--- config.mk ---
export PLATFORM = sky130hd
export DESIGN_NAME = ptr_sign_unit
export DESIGN_NICKNAME = d
export VERILOG_FILES = /design/src/rtl/ptr_sign_pkg.sv /design/src/rtl/ptr_key_bank.sv /design/src/rtl/ptr_field_mask.sv /design/src/rtl/ptr_mix.sv /design/src/rtl/ptr_sign_unit.sv
export SDC_FILE = /design/constraint.sdc
export NUM_CORES = 2
export LEC_CHECK = 0
export BUFFER_PORTS_ARGS = -buffer_cell sky130_fd_sc_hd__buf_2
export CORE_MARGIN = 3
export CORE_UTILIZATION = 61
export DETAILED_ROUTE_END_ITERATION = 16
export PLACE_DENSITY = 0.89
export SLEW_MARGIN = 40
export SYNTH_ARGS = -nofsm -noshare
export SYNTH_HDL_FRONTEND = slang
export SYNTH_SLANG_ARGS = --single-unit
--- constraint.sdc ---
create_clock -name clk -period 28.4 [get_ports clk]
set_input_delay 0 -clock clk [delete_from_list [all_inputs] [get_ports clk]]
set_output_delay 0 -clock clk [all_outputs]
set_load 0.01 [all_outputs]
--- src/rtl/ptr_sign_pkg.sv ---
package ptr_sign_pkg;
    localparam int PTR_W      = 64;
    localparam int HALF_W     = 64;
    localparam int NKEYS      = 5;
    localparam int REGION_BIT = 55;
    localparam int VA_MIN     = 39;
    localparam int VA_MAX     = 52;
    localparam int SEL_W      = $clog2(NKEYS);

    typedef enum logic [2:0] {
        KEY_INSN_A = 3'd0,
        KEY_INSN_B = 3'd1,
        KEY_DATA_A = 3'd2,
        KEY_DATA_B = 3'd3,
        KEY_GEN    = 3'd4
    } key_id_e;

    typedef struct packed {
        logic             valid;
        logic             ok;
        logic [PTR_W-1:0] ptr;
    } res_t;
endpackage

--- src/rtl/ptr_key_bank.sv ---
module ptr_key_bank
    import ptr_sign_pkg::*;
(
    input  logic              clk,
    input  logic              rst_n,
    input  logic              wr_en,
    input  logic [SEL_W-1:0]  wr_sel,
    input  logic              wr_hi,
    input  logic [HALF_W-1:0] wr_data,
    input  logic [SEL_W-1:0]  rd_sel,
    input  logic              rd_hi,
    output logic [HALF_W-1:0] rd_data,
    input  logic [1:0]        op_sel,
    output logic [2*HALF_W-1:0] op_key
);
    logic [HALF_W-1:0] lo_d [NKEYS];
    logic [HALF_W-1:0] lo_q [NKEYS];
    logic [HALF_W-1:0] hi_d [NKEYS];
    logic [HALF_W-1:0] hi_q [NKEYS];

    always_comb begin
        for (int k = 0; k < NKEYS; k++) begin
            lo_d[k] = lo_q[k];
            hi_d[k] = hi_q[k];
            if (wr_en && (int'(wr_sel) == k)) begin
                if (wr_hi) hi_d[k] = wr_data;
                else       lo_d[k] = wr_data;
            end
        end
    end

    always_ff @(posedge clk or negedge rst_n) begin
        if (!rst_n) begin
            for (int k = 0; k < NKEYS; k++) begin
                lo_q[k] <= '0;
                hi_q[k] <= '0;
            end
        end else begin
            for (int k = 0; k < NKEYS; k++) begin
                lo_q[k] <= lo_d[k];
                hi_q[k] <= hi_d[k];
            end
        end
    end

    always_comb begin
        rd_data = '0;
        for (int k = 0; k < NKEYS; k++) begin
            if (int'(rd_sel) == k) rd_data = rd_hi ? hi_q[k] : lo_q[k];
        end
    end

    assign op_key = {hi_q[op_sel], lo_q[op_sel]};
endmodule

--- src/rtl/ptr_field_mask.sv ---
module ptr_field_mask
    import ptr_sign_pkg::*;
(
    input  logic [5:0]       va_bits,
    output logic [PTR_W-1:0] mask
);
    logic [5:0] eff;

    always_comb begin
        if (int'(va_bits) < VA_MIN)      eff = 6'(VA_MIN);
        else if (int'(va_bits) > VA_MAX) eff = 6'(VA_MAX);
        else                             eff = va_bits;
    end

    for (genvar i = 0; i < PTR_W; i++) begin : g_bit
        if (i == REGION_BIT) begin : g_region
            assign mask[i] = 1'b0;
        end else begin : g_sig
            assign mask[i] = (i >= int'(eff));
        end
    end
endmodule

--- src/rtl/ptr_mix.sv ---
module ptr_mix
    import ptr_sign_pkg::*;
#(
    parameter int ROUNDS = 4
) (
    input  logic [PTR_W-1:0]    addr,
    input  logic [PTR_W-1:0]    modv,
    input  logic [2*HALF_W-1:0] key,
    output logic [PTR_W-1:0]    tag
);
    localparam int ROT_A = 13;
    localparam int ROT_B = 29;

    function automatic logic [63:0] rotl(input logic [63:0] x, input int n);
        return (x << n) | (x >> (64 - n));
    endfunction

    logic [63:0] a_s [ROUNDS+1];
    logic [63:0] b_s [ROUNDS+1];

    assign a_s[0] = addr ^ key[HALF_W-1:0];
    assign b_s[0] = modv ^ key[2*HALF_W-1:HALF_W];

    for (genvar r = 0; r < ROUNDS; r++) begin : g_round
        logic [63:0] sum;
        assign sum        = a_s[r] + b_s[r];
        assign a_s[r+1]   = rotl(sum, ROT_A) ^ key[HALF_W-1:0];
        assign b_s[r+1]   = rotl(b_s[r] ^ a_s[r+1], ROT_B)
                          + key[2*HALF_W-1:HALF_W] + 64'(r + 1);
    end

    assign tag = a_s[ROUNDS] ^ b_s[ROUNDS];
endmodule

--- src/rtl/ptr_sign_unit.sv ---
module ptr_sign_unit
    import ptr_sign_pkg::*;
#(
    parameter int MIX_ROUNDS = 4
) (
    input  logic              clk,
    input  logic              rst_n,
    input  logic              req_valid,
    input  logic              req_auth,
    input  logic              req_data,
    input  logic              req_keyb,
    input  logic              req_mod_zero,
    input  logic [PTR_W-1:0]  req_ptr,
    input  logic [PTR_W-1:0]  req_mod,
    input  logic [5:0]        va_bits,
    input  logic [3:0]        key_en,
    input  logic [1:0]        priv_lvl,
    input  logic              kw_en,
    input  logic [SEL_W-1:0]  kw_sel,
    input  logic              kw_hi,
    input  logic [HALF_W-1:0] kw_data,
    input  logic [SEL_W-1:0]  kr_sel,
    input  logic              kr_hi,
    output logic [HALF_W-1:0] kr_data,
    output logic              res_valid,
    output logic [PTR_W-1:0]  res_ptr,
    output logic              res_ok
);
    logic                priv_ok;
    logic [HALF_W-1:0]   bank_rd;
    logic [1:0]          op_sel;
    logic [2*HALF_W-1:0] op_key;
    logic [PTR_W-1:0]    mask;
    logic [PTR_W-1:0]    canon;
    logic [PTR_W-1:0]    mod_eff;
    logic [PTR_W-1:0]    tag;
    logic [PTR_W-1:0]    signed_ptr;
    logic [PTR_W-1:0]    poison;
    logic                match;
    logic                key_on;
    res_t                st_d, st_q;

    assign priv_ok = (priv_lvl != 2'd0);
    assign op_sel  = {req_data, req_keyb};

    ptr_key_bank u_bank (
        .clk     (clk),
        .rst_n   (rst_n),
        .wr_en   (kw_en && priv_ok),
        .wr_sel  (kw_sel),
        .wr_hi   (kw_hi),
        .wr_data (kw_data),
        .rd_sel  (kr_sel),
        .rd_hi   (kr_hi),
        .rd_data (bank_rd),
        .op_sel  (op_sel),
        .op_key  (op_key)
    );

    ptr_field_mask u_mask (
        .va_bits (va_bits),
        .mask    (mask)
    );

    ptr_mix #(.ROUNDS(MIX_ROUNDS)) u_mix (
        .addr (canon),
        .modv (mod_eff),
        .key  (op_key),
        .tag  (tag)
    );

    always_comb begin
        canon      = (req_ptr & ~mask) | ({PTR_W{req_ptr[REGION_BIT]}} & mask);
        mod_eff    = req_mod_zero ? '0 : req_mod;
        signed_ptr = (req_ptr & ~mask) | (tag & mask);
        match      = (((req_ptr ^ tag) & mask) == '0);
        key_on     = key_en[op_sel];
        poison     = canon;
        poison[62] = ~req_ptr[REGION_BIT];
        poison[61] = req_keyb ? req_ptr[REGION_BIT] : ~req_ptr[REGION_BIT];

        st_d       = st_q;
        st_d.valid = req_valid;
        if (req_valid) begin
            if (!key_on) begin
                st_d.ptr = req_ptr;
                st_d.ok  = 1'b1;
            end else if (req_auth) begin
                st_d.ptr = match ? canon : poison;
                st_d.ok  = match;
            end else begin
                st_d.ptr = signed_ptr;
                st_d.ok  = 1'b1;
            end
        end
    end

    always_ff @(posedge clk or negedge rst_n) begin
        if (!rst_n) st_q <= '0;
        else        st_q <= st_d;
    end

    assign kr_data   = priv_ok ? bank_rd : '0;
    assign res_valid = st_q.valid;
    assign res_ptr   = st_q.ptr;
    assign res_ok    = st_q.ok;
endmodule

==> metrics.md, run 1 <==
| Metric | Value |
|---|---|
| Status | `did not finish` |
| Last flow stage reached | `global routing` |
| Run Error | `[ERROR GRT-0116] Global routing finished with congestion. Check the congestion regions in the DRC Viewer.` |
| Clock sinks | `706` |
| Gr ovfl total | `1520` |
| Initial Utilization | `0.617` |
| Primary FF master, synth | `dfrtp_1` |
| I/O Buffers | `349` |
| Die width | `344 um` |
| IO Pins | `350` |
| Post-synthesis mux area share | `0.199` |
| Area fraction in compound gates after synthesis | `0.157` |
| Largest area contributor in the netlist | `dfrtp_1` |
| Synth top area cells | `dfrtp_1 (25%), ha_1 (12%), mux2_2 (11%)` |
| Mapped Area | `69700 um2` |
| Postcts setup bufs | `0` |
| Adder-Cell Fraction of Synth Area | `0.127` |
| Yosys top cell area share | `0.253` |
| Post-Syn Instances | `7167` |
| CTS Root Cell | `clkbuf_16` |
| Warnings, synthesis | `0` |
| Post-Synth Simple-Gate Area | `0.0907` |
| Largest net degree at the start of global routing | `117` |
| HPWL after DPL | `299 mm` |
| Synth unique cells | `93` |
| Syn Area/Cell | `9.73 um2` |
| Xor-xnor portion of the synthesized cell area | `0.145` |
| Main combinational cell family by area after synthesis | `multiplexers` |
| CTS buffer count | `68` |
| Routability cong. | `1.37` |
| Vias in the first global route | `91700` |
| Register area share after synthesis | `0.253` |
| Flops & latches, synth | `706` |
| Post-synth EDFFs | `0` |
| Tot GR Track Use | `0.852` |
| Die Ht | `344 um` |
| Number of H-tree levels | `3` |
| Net Count, Synth | `8088` |
| Post-synth ARST share | `1.00` |
| Dpl cells | `9926` |
| First-pass GRT wire length | `737 mm` |
| Post-Place Cell Area | `82100 um2` |
| CTS Buffer Depth | `3` |
| Core Rows | `123` |
metal layers:
| metal | track usage | overflow |
|---|---|---|
| met1 | 0.833 | 139 |
| met2 | 0.971 | 748 |
| met3 | 0.758 | 154 |
| met4 | 0.862 | 460 |
| met5 | 0.547 | 19 |
synthesized netlist by cell type, drive strengths merged, types with 9 or more instances:
library cell	n
buf	107
nor3	119
a21o	298
xnor2	699
ha	693
nand2	261
nand4	68
a41oi	12
xor2	424
o31ai	19
mux4	129
nor3b	9
mux2i	323
a2111oi	9
inv	134
o211ai	37
clkbuf	254
and3	44
o21ai	260
nor4	13
nor2	392
a31oi	50
nand2b	132
o41ai	9
o22ai	126
and4	16
o31a	12
or2	21
mux2	689
dfrtp	706
o21a	71
and2	25
a221oi	34
a21oi	497
o21bai	87
nand3	94
or3	22
a211o	22
nor2b	57
a211oi	52
a21boi	13
per-stage QoR:
step	setup WS [ns]	hold slack, ns	util
2_1_floorplan	3.94	-0.296	-
4_1_cts	0.0482	0.0612	0.761
3_5_place_dp	0.112	0.135	0.727
3_3_place_gp	0.249	0.112	0.723
logic make-up after synthesis:
group	Yosys count
muxes	1141
adders and majority gates	701
and+or+nand+nor	1296
xor gates and xnor gates	1134
DFF	706
buffers and inverters	496
AOI/OAI and AO/OA	1693
what timing repair did:
item                                    in CTS
endpoints found under the setup margin       6
resized for setup                            6
pin swaps                                    0
hold endpoints to repair                   818
hold buffers                               161
==> run 2, diff against run 1 <==
--- a/config.mk
+++ b/config.mk
@@ -7,9 +7,9 @@
 export LEC_CHECK = 0
 export BUFFER_PORTS_ARGS = -buffer_cell sky130_fd_sc_hd__buf_2
 export CORE_MARGIN = 3
-export CORE_UTILIZATION = 61
+export CORE_UTILIZATION = 40
 export DETAILED_ROUTE_END_ITERATION = 16
-export PLACE_DENSITY = 0.89
+export PLACE_DENSITY_LB_ADDON = 0.15
 export SLEW_MARGIN = 40
 export SYNTH_ARGS = -nofsm -noshare
 export SYNTH_HDL_FRONTEND = slang
==> metrics.md, run 2 <==
| Metric | Value |
|---|---|
| WL met3 | `28.5 mm` |
| CTS Root Cell | `clkbuf_16` |
| CTS buffer count | `77 (+13%)` |
| Crit path DAT | `27.93 ns` |
| Critical Path RT | `28.98 ns` |
| Tot GR Track Use | `0.415` |
| Largest net degree at the start of global routing | `99` |
| Reg2reg start | `u_bank.hi_q[83]` |
| Met2 wire length | `168 mm` |
| IO Pins | `350 (unchanged)` |
| CTS Buffer Depth | `3 (unchanged)` |
| Routability cong. | `1.11 (-19%)` |
| First-pass GRT wire length | `523 mm` |
| TritonCTS clock tree | `yes` |
| Initial antenna violation count | `30` |
| Crit. End Element | `register` |
| Worst Hold Class | `in -> reg` |
| Die width | `423 um (+23%)` |
| Flops & latches, synth | `706 (unchanged)` |
| Post-synth ARST share | `1.00 (unchanged)` |
| Flop2flop setup slack | `1.05 ns` |
| Net Count, Synth | `8088 (unchanged)` |
| Worst slew pin tran | `1.05 ns` |
| Total Die Area | `179000 um2` |
| Synth top area cells | `dfrtp_1 (25%), ha_1 (12%), mux2_2 (11%)` |
| DRC | `0` |
| Die Ht | `423 um (+23%)` |
| Register area | `17700 um2` |
| Period minus WS final | `27.35 ns` |
| Clock skew | `0.0541 ns` |
| Post-Syn Instances | `7167 (unchanged)` |
| Max Cap Viol | `0` |
| Slowest cell on the critical path | `mux4_2` |
| Top post-synthesis cells by count | `dfrtp_1 (706), xnor2_1 (695), ha_1 (693)` |
| Commonest non-fill, non-tap cell in the layout | `buf_4` |
| DP Worst Slack | `0.113 ns (+0.00166 ns)` |
| Max incr delay on CP | `0.75 ns` |
| Clock sinks | `706 (unchanged)` |
| Status | `complete, no violations` |
| Vias per inst | `5.96` |
| Vias | `67300` |
| Share of layout cells above drive strength 1 | `0.331` |
| Register area share after synthesis | `0.253 (unchanged)` |
| Worst setup SP type | `register` |
| R2R depth | `127` |
| Reg2reg end | `res_ptr[62]` |
| DRT met1 WL | `149 mm` |
| Worst slew margin | `0.292` |
| Crit Path Class | `reg -> reg` |
| HPWL after DPL | `312 mm (+4.2%)` |
| Warnings, synthesis | `0 (unchanged)` |
| Post-Route WL | `383 mm` |
| Syn Area/Cell | `9.73 um2 (unchanged)` |
| Area Growth Syn to Fin | `28.5%` |
| Final worst slack | `1.05 ns` |
| Clk pin slew, worst setup/hold paths | `0.07 ns` |
| Initial Utilization | `0.404 (-0.213)` |
| NumNets Final | `9825` |
| Post-route ant nets | `0` |
| Largest area contributor in the netlist | `dfrtp_1` |
| I/O Buffers | `349 (unchanged)` |
| Commonest cells after routing, fill and taps aside | `buf_4 (1489), dfrtp_1 (706), ha_1 (691)` |
| Crit path capture | `res_ptr[62]` |
| Highest routed layer | `met5` |
| Core area | `172000 um2` |
| Fill count | `16400` |
| Setup crit start | `u_bank.hi_q[83]` |
| Number of H-tree levels | `3 (unchanged)` |
| Initial DRC count | `6433` |
| Vias in the first global route | `65900` |
| Crit-path max FO | `7` |
| Core Rows | `152 (+24%)` |
| Mapped Area | `69700 um2 (unchanged)` |
| Most common cell on crit path | `a21oi_1` |
| Yosys top cell area share | `0.253 (unchanged)` |
| FMAX | `36.6 MHz` |
| Gr ovfl total | `0` |
| Final Hold Violating Endpoints | `0` |
| Primary FF master, synth | `dfrtp_1` |
| Clock latency reported for the late side of the worst-skew pair | `0.71 ns` |
| Area of the multi-input gates | `50900 um2` |
| Routed WL per cell | `33.9 um` |
| Post-synth EDFFs | `0 (unchanged)` |
| Synth unique cells | `93 (unchanged)` |
| Top-count cell post-synth | `dfrtp_1` |
| Pre-antenna DRT Iters | `6` |
| Slew Limit Fails | `0` |
| Final setup violating endpoints | `0` |
| Final period util | `0.963` |
run 2: how the worst min path moves through the flow:
| stage | slack (ns) | endpoint | start | cells after the start |
|---|---|---|---|---|
| after floorplan | -0.30 | res_ok | rst_n | 0 |
| after global placement | 0.11 | u_bank.lo_q[57] | rst_n | 1 |
| after detailed placement | -0.05 | u_bank.lo_q[57] | rst_n | 1 |
| after CTS | 0.005 | u_bank.hi_q[33] | kw_sel[0] | 4 |
| after global routing | 0.08 | u_bank.lo_q[126] | kw_sel[0] | 4 |
| final | 0.06 | res_ptr[48] | va_bits[0] | 7 |
run 2: through the flow:
stage,setup TNS [ns],util,std cells,hold slack (ns),instance area (um2)
final,0,0.519,11300,0.0593,89600
after global placement,0,0.489,11000,0.110,84400
after global routing,-0.0218,0.519,11300,0.0754,89500
after floorplan,0,-,7167,-0.296,69700
after detailed placement,0,0.492,11000,-0.0470,84800
after CTS,0,0.516,11300,0.00532,89000
run 2: layout make-up:
cell class / instances / area share
Timing Repair Buffer: 2019 / 0.167
Sequential cell: 706 / 0.197
Multi-Input combinational cell: 5965 / 0.568
Antenna cell: 24 / 0.000671
Tap cell: 2310 / 0.0323
Clock inverter: 26 / 0.00349
Inverter: 135 / 0.00566
Clock buffer: 113 / 0.0254
run 2: critical path, delay by kind of cell, from the launching register on:
| family | cells | cell delay [ns] |
|---|---|---|
| AOI/OAI and AO/OA | 62 | 12.32 |
| DFF | 1 | 0.44 |
| xor gates and xnor gates | 13 | 3.45 |
| buffers and inverters | 16 | 3.11 |
| adders and majority gates | 11 | 3.57 |
| and+or+nand+nor | 24 | 3.53 |
| muxes | 1 | 0.75 |
run 2: metal layers:
metal	up-vias	global-route usage
met5	-	0
met4	6	0.327
met3	875	0.0779
met2	2999	0.640
met1	33700	0.510
li1	29800	-
run 2: cell families after synthesis:
family / after synthesis / synth area share
flip-flops: 706 / 0.253
AO/OA/AOI/OAI: 1693 / 0.157
buffers and inverters: 496 / 0.0270
AND/OR/NAND/NOR: 1296 / 0.0907
adder cells (fa/ha/maj): 701 / 0.127
XOR/XNOR: 1134 / 0.145
multiplexers: 1141 / 0.199
run 2: timing repair:
| action | 4_1_cts | 5_1_grt |
|---|---|---|
| hold endpoints to repair | 968 | 0 |
| hold buffers | 154 | 0 |
| setup endpoints to repair | 0 | 25 |
| resized for setup | 0 | 59 |
| setup buffers | 0 | 22 |
Power of run 2 is left out: the tool's default activity adds up to more than one toggle a clock period on the data nets, which glitch-free logic cannot reach.
